==> src/rtl/tmr_irq_pkg.sv <==
package tmr_irq_pkg;
  localparam int CTRL_ADDR = 8;
  localparam int STAT_ADDR = 9;

  typedef enum logic [1:0] {
    SEL_NONE,
    SEL_ALM,
    SEL_CTRL,
    SEL_STAT
  } rsel_e;
endpackage

==> src/rtl/tmr_irq_regs.sv <==
module tmr_irq_regs #(
  parameter int ALM_W = 51,
  parameter int NSRC  = 7,
  parameter int AW    = 4
) (
  input  logic                        clk,
  input  logic                        rst_n,
  input  logic                        we,
  input  logic [AW-1:0]               addr,
  input  logic [7:0]                  wdata,
  output logic [((ALM_W+7)/8)*8-1:0]  alarm_bytes,
  output logic [NSRC-1:0]             ctrl
);
  import tmr_irq_pkg::*;
  localparam int NBYTE = (ALM_W + 7) / 8;
  localparam int PW    = NBYTE * 8;
  localparam logic [PW-1:0] KEEP = ~({PW{1'b1}} << ALM_W);

  always_ff @(posedge clk) begin
    if (!rst_n) begin
      alarm_bytes <= '0;
      ctrl        <= '0;
    end else if (we) begin
      for (int b = 0; b < NBYTE; b++) begin
        if (addr == AW'(b))
          alarm_bytes[b*8 +: 8] <= wdata & KEEP[b*8 +: 8];
      end
      if (addr == AW'(CTRL_ADDR))
        ctrl <= wdata[NSRC-1:0];
    end
  end
endmodule

==> src/rtl/tmr_irq_match.sv <==
module tmr_irq_match #(
  parameter int ALM_W = 51
) (
  input  logic [ALM_W-1:0] time_now,
  input  logic             time_tick,
  input  logic [ALM_W-1:0] alarm,
  output logic             hit
);
  logic same;

  assign same = (time_now == alarm);
  assign hit  = time_tick && same;
endmodule

==> src/rtl/tmr_irq_flags.sv <==
module tmr_irq_flags #(
  parameter int NSRC = 7
) (
  input  logic            clk,
  input  logic            rst_n,
  input  logic [NSRC-1:0] evt,
  input  logic [NSRC-1:0] en,
  input  logic            clr,
  output logic [NSRC-1:0] flags,
  output logic            irq
);
  logic [NSRC-1:0] set_v;

  assign set_v = evt & en;

  always_ff @(posedge clk) begin
    if (!rst_n) flags <= '0;
    else        flags <= (clr ? '0 : flags) | set_v;
  end

  assign irq = |(flags & en);
endmodule

==> src/rtl/tmr_irq_ctl.sv <==
module tmr_irq_ctl #(
  parameter int NRATE = 6,
  parameter int ALM_W = 51,
  parameter int AW    = 4
) (
  input  logic             clk,
  input  logic             rst_n,
  input  logic             bkup,
  input  logic [NRATE-1:0] rate_strb,
  input  logic [ALM_W-1:0] time_now,
  input  logic             time_tick,
  input  logic [AW-1:0]    bus_addr,
  input  logic             bus_wr,
  input  logic             bus_rd,
  input  logic [7:0]       bus_wdata,
  output logic [7:0]       bus_rdata,
  output logic             irq
);
  import tmr_irq_pkg::*;
  localparam int NSRC  = NRATE + 1;
  localparam int NBYTE = (ALM_W + 7) / 8;
  localparam int PW    = NBYTE * 8;

  logic            we, re;
  logic [PW-1:0]   alarm_bytes;
  logic [NSRC-1:0] ctrl;
  logic [NSRC-1:0] flags;
  logic            alm_hit;
  logic            stat_clr;
  rsel_e           sel;
  logic [7:0]      mux;

  assign we       = bus_wr && !bkup;
  assign re       = bus_rd && !bkup;
  assign stat_clr = re && (bus_addr == AW'(STAT_ADDR));

  tmr_irq_regs #(.ALM_W(ALM_W), .NSRC(NSRC), .AW(AW)) u_regs (
    .clk(clk), .rst_n(rst_n), .we(we), .addr(bus_addr), .wdata(bus_wdata),
    .alarm_bytes(alarm_bytes), .ctrl(ctrl)
  );

  tmr_irq_match #(.ALM_W(ALM_W)) u_match (
    .time_now(time_now), .time_tick(time_tick),
    .alarm(alarm_bytes[ALM_W-1:0]), .hit(alm_hit)
  );

  tmr_irq_flags #(.NSRC(NSRC)) u_flags (
    .clk(clk), .rst_n(rst_n), .evt({alm_hit, rate_strb}), .en(ctrl),
    .clr(stat_clr), .flags(flags), .irq(irq)
  );

  always_comb begin
    if (int'(bus_addr) < NBYTE)            sel = SEL_ALM;
    else if (bus_addr == AW'(CTRL_ADDR))   sel = SEL_CTRL;
    else if (bus_addr == AW'(STAT_ADDR))   sel = SEL_STAT;
    else                                   sel = SEL_NONE;
  end

  always_comb begin
    mux = '0;
    case (sel)
      SEL_ALM: begin
        for (int b = 0; b < NBYTE; b++)
          if (bus_addr == AW'(b)) mux = alarm_bytes[b*8 +: 8];
      end
      SEL_CTRL: mux = 8'(ctrl);
      SEL_STAT: mux = 8'({irq, flags});
      default:  mux = '0;
    endcase
  end

  assign bus_rdata = re ? mux : 8'h00;
endmodule

==> config.mk <==
export PLATFORM = sky130hd
export DESIGN_NAME = tmr_irq_ctl
export DESIGN_NICKNAME = d
export VERILOG_FILES = /design/src/rtl/tmr_irq_pkg.sv /design/src/rtl/tmr_irq_regs.sv /design/src/rtl/tmr_irq_match.sv /design/src/rtl/tmr_irq_flags.sv /design/src/rtl/tmr_irq_ctl.sv
export SDC_FILE = /design/constraint.sdc
export NUM_CORES = 1
export LEC_CHECK = 0
export ABC_AREA = 1
export CAP_MARGIN = 20
export CORE_ASPECT_RATIO = 0.7
export CORE_MARGIN = 2
export CORE_UTILIZATION = 50
export CTS_CLUSTER_SIZE = 10
export DETAILED_ROUTE_END_ITERATION = 10
export PLACE_DENSITY = 0.79
export SLEW_MARGIN = 0
export SYNTH_ARGS = -nofsm -noshare
export SYNTH_HDL_FRONTEND = slang
export SYNTH_SLANG_ARGS = --single-unit
==> constraint.sdc <==
create_clock -name clk -period 2.88 [get_ports clk]
set_clock_uncertainty 0.05 [all_clocks]
set_input_delay 0.432 -clock clk [delete_from_list [all_inputs] [get_ports clk]]
set_output_delay 0.432 -clock clk [all_outputs]
set_load 0.01 [all_outputs]
==> metrics <==
Synth-to-Final Area Change 31.5%; most instantiated library cell after synthesis nand2_1; Die Width 109 um; DR vias 4348; synth cell count leaders 199 x nand2_1, 109 x inv_1, 76 x a21oi_1, 65 x dfxtp_1, 61 x o21ai_0; io pins 84; post-synthesis cell type count 22; PD cells 435 nW/um^2; Post-DP Area 4770 sq um; setup tns final 0 ps; max-capacitance violation count 0; Main synth FF type dfxtp_1; vias per cell 5.18; top-area cell type share of the netlist area 0.340; Starting Density 0.520; initial antenna violation count 1; Setup-failing EPs final 0; max_slew headroom 0.554; Row Count 26; largest net degree at the start of global routing 28; NetSw 0.556 mW; Post-synth EDFFs 0; clk_lat worst skew 350 ps; Hold Crit Class reg -> reg; die area 8370 sq um; fillcell total between 600 and 700; Hold Vio Cnt, Final 0; internal power ~1.6 mW; fraction of layout cells with a size suffix above 1 0.0687; CTS Buf Count 9; sequential area share after synthesis 0.340; Root Buffer clkbuf_8; clk sinks 65; peak supply drop 0.304 mV; peak fanout along the critical path 5; mapped cell area 3820 sq um; top post-synthesis cells by area dfxtp_1 34%, nand2_1 20%, inv_1 11%; final instance area ~5000 sq um; Worst-Margin Slew ~670 ps; WL/cell 15.6 um; CP startpoint kind primary input; post-route clock period utilization 0.941; final wirelength 13.1 mm; Port Buffer Count 83; first-pass GRT wire length 20.6 mm; Clock power frac 0.440; Post-Synthesis Cells about 650; Reg area 1300 sq um; vias in the first global route 4026; core area between 7000 and 8000 sq um; RSZ-0062 raised after global routing no; Peak Freq approximately 370 MHz; GRT Resource Usage Total 0.327; detailed router's first-iteration violation count 424; multi-input combinational cell area 2020 sq um; Post-synth ARST share 0; DRC 0; Worst Setup End Kind output port; Clk pin slew, worst setup/hold paths 80 ps; clk buf depth 2; H-tree depth reported by CTS 3; crit path DAT between 2000 and 2500 ps; smallest setup slack after layout roughly 170 ps; nets slightly above 800; max-slew violation count 0; Chip Height between 70 and 80 um; Yosys top cell by area dfxtp_1; Worst Path Required 2400 ps; Mapped Nets 724; antenna cells 0; synthesized area per cell 5.89 sq um; Detailed Place HPWL 10.3 mm; final hold slack between 400 and 500 ps; Pre-antenna DRT Iters 5; run status complete, no violations; Yosys warning count 0; Final min period 2710 ps; Congestion Overflow GR 0; TritonCTS clock tree built; Gate power share 0.141; gpl congestion 0.967; Pleak approximately 2.1 nW; share of power burned in registers 0.419; DRT antenna net count 0; worst slack at placement -57.8 ps; type of the worst setup path in -> out; Net Sw Frac 0.254; FF+latch count, synth 65
## state kept, by name (all words and copies together) (netlist names)
signal              cells
u_regs.ctrl             7
u_flags.flags           7
u_regs.alarm_bytes     51
## worst paths after layout
path / startpoint / endpoint / slack, ps / cells past startpoint
max reg2reg: u_regs.alarm_bytes[28]$_SDFFE_PN0P_ / u_flags.flags[6]$_SDFF_PN0_ / 1370 / 10
max: bus_addr[3] / bus_rdata[0] / 170 / 11
min: u_regs.ctrl[0]$_SDFFE_PN0P_ / u_flags.flags[0]$_SDFF_PN0_ / 410 / 2
min reg2reg: u_regs.ctrl[0]$_SDFFE_PN0P_ / u_flags.flags[0]$_SDFF_PN0_ / 410 / 2
## placed cells by master (no fill, tap or decap)
cell type / instances
a21oi_1: 76
clkbuf_2: 1
inv_1: 109
clkinv_4: 1
o211ai_1: 1
clkinv_2: 1
clkinvlp_4: 2
nor2_4: 3
dlygate4sd2_1: 2
clkdlybuf4s15_1: 1
nor2_1: 52
clkbuf_8: 9
buf_4: 5
or2_2: 1
nand2_2: 9
nor2_2: 4
o22ai_1: 6
nor3_1: 1
dfxtp_1: 65
clkdlybuf4s50_1: 79
xnor2_1: 4
buf_12: 1
nand4_1: 6
a221oi_1: 1
o21ai_1: 19
o21ai_0: 61
inv_2: 9
bufinv_16: 3
nand3_1: 10
inv_4: 2
nand2_1: 198
## power groups by stage
stage	registers (mW)	clock network (mW)	logic [mW]
2_1_floorplan	0.935	0	0.126
3_3_place_gp	0.938	0	0.295
3_5_place_dp	0.938	0	0.299
4_1_cts	0.917	0.968	0.302
5_1_grt	0.918	1.01	0.336
6_report	0.917	0.962	0.307
## routing by layer
layer | GRT usage | up-vias | share of wire | wire length (um)
met5 | 0 | - | 0.00076 | 10
met1 | 0.458 | 1914 | 0.45 | 5930
met3 | 0.0893 | 24 | 0.10 | 1310
met4 | 0.0897 | 2 | 0.016 | 216
met2 | 0.492 | 206 | 0.43 | 5620
li1 | - | 2202 | - | -
## metrics by stage
step,std cells,utilization,power [mW]
2_1_floorplan,649,-,1.06
3_3_place_gp,822,0.649,1.23
3_5_place_dp,822,0.649,1.24
4_1_cts,840,0.683,2.19
5_1_grt,840,0.683,2.26
6_report,840,0.683,2.19
## logic make-up (layout without fill, tap and decap cells)
family,count (synthesis),after routing,synth area share
flip-flops,65,65,0.340
AND/OR/NAND/NOR,283,284,0.298
AO/OA/AOI/OAI,164,164,0.218
buffers and inverters,133,225,0.134
XOR/XNOR,4,4,0.00916
## worst max-delay path, cell delays in order
cell and delay, ps:
clkdlybuf4s15_1 300, nor2_4 250, nand2_2 160, o21ai_1 150
inv_1 60, nand2_1 80, nand2_1 50, nand2_1 50
a21oi_1 60, nor2_1 80, clkdlybuf4s50_1 550
## final cells by class
| cell class | instances | area share |
|---|---|---|
| Inverter | 120 | 0.0906 |
| Tap cell | 98 | 0.0244 |
| Clock inverter | 7 | 0.0237 |
| Clock buffer | 9 | 0.0247 |
| Timing Repair Buffer | 89 | 0.175 |
| Multi-Input combinational cell | 452 | 0.402 |
| Sequential cell | 65 | 0.259 |
## what timing repair did
item | CTS | global route
setup buffers | 1 | 0
pin swaps | 1 | 0
hold buffers | 0 | 0
gates cloned | 1 | 0
resized for setup | 5 | 4
endpoints found under the setup margin | 8 | 4
Note: power is estimated with default switching activity, not from simulation.
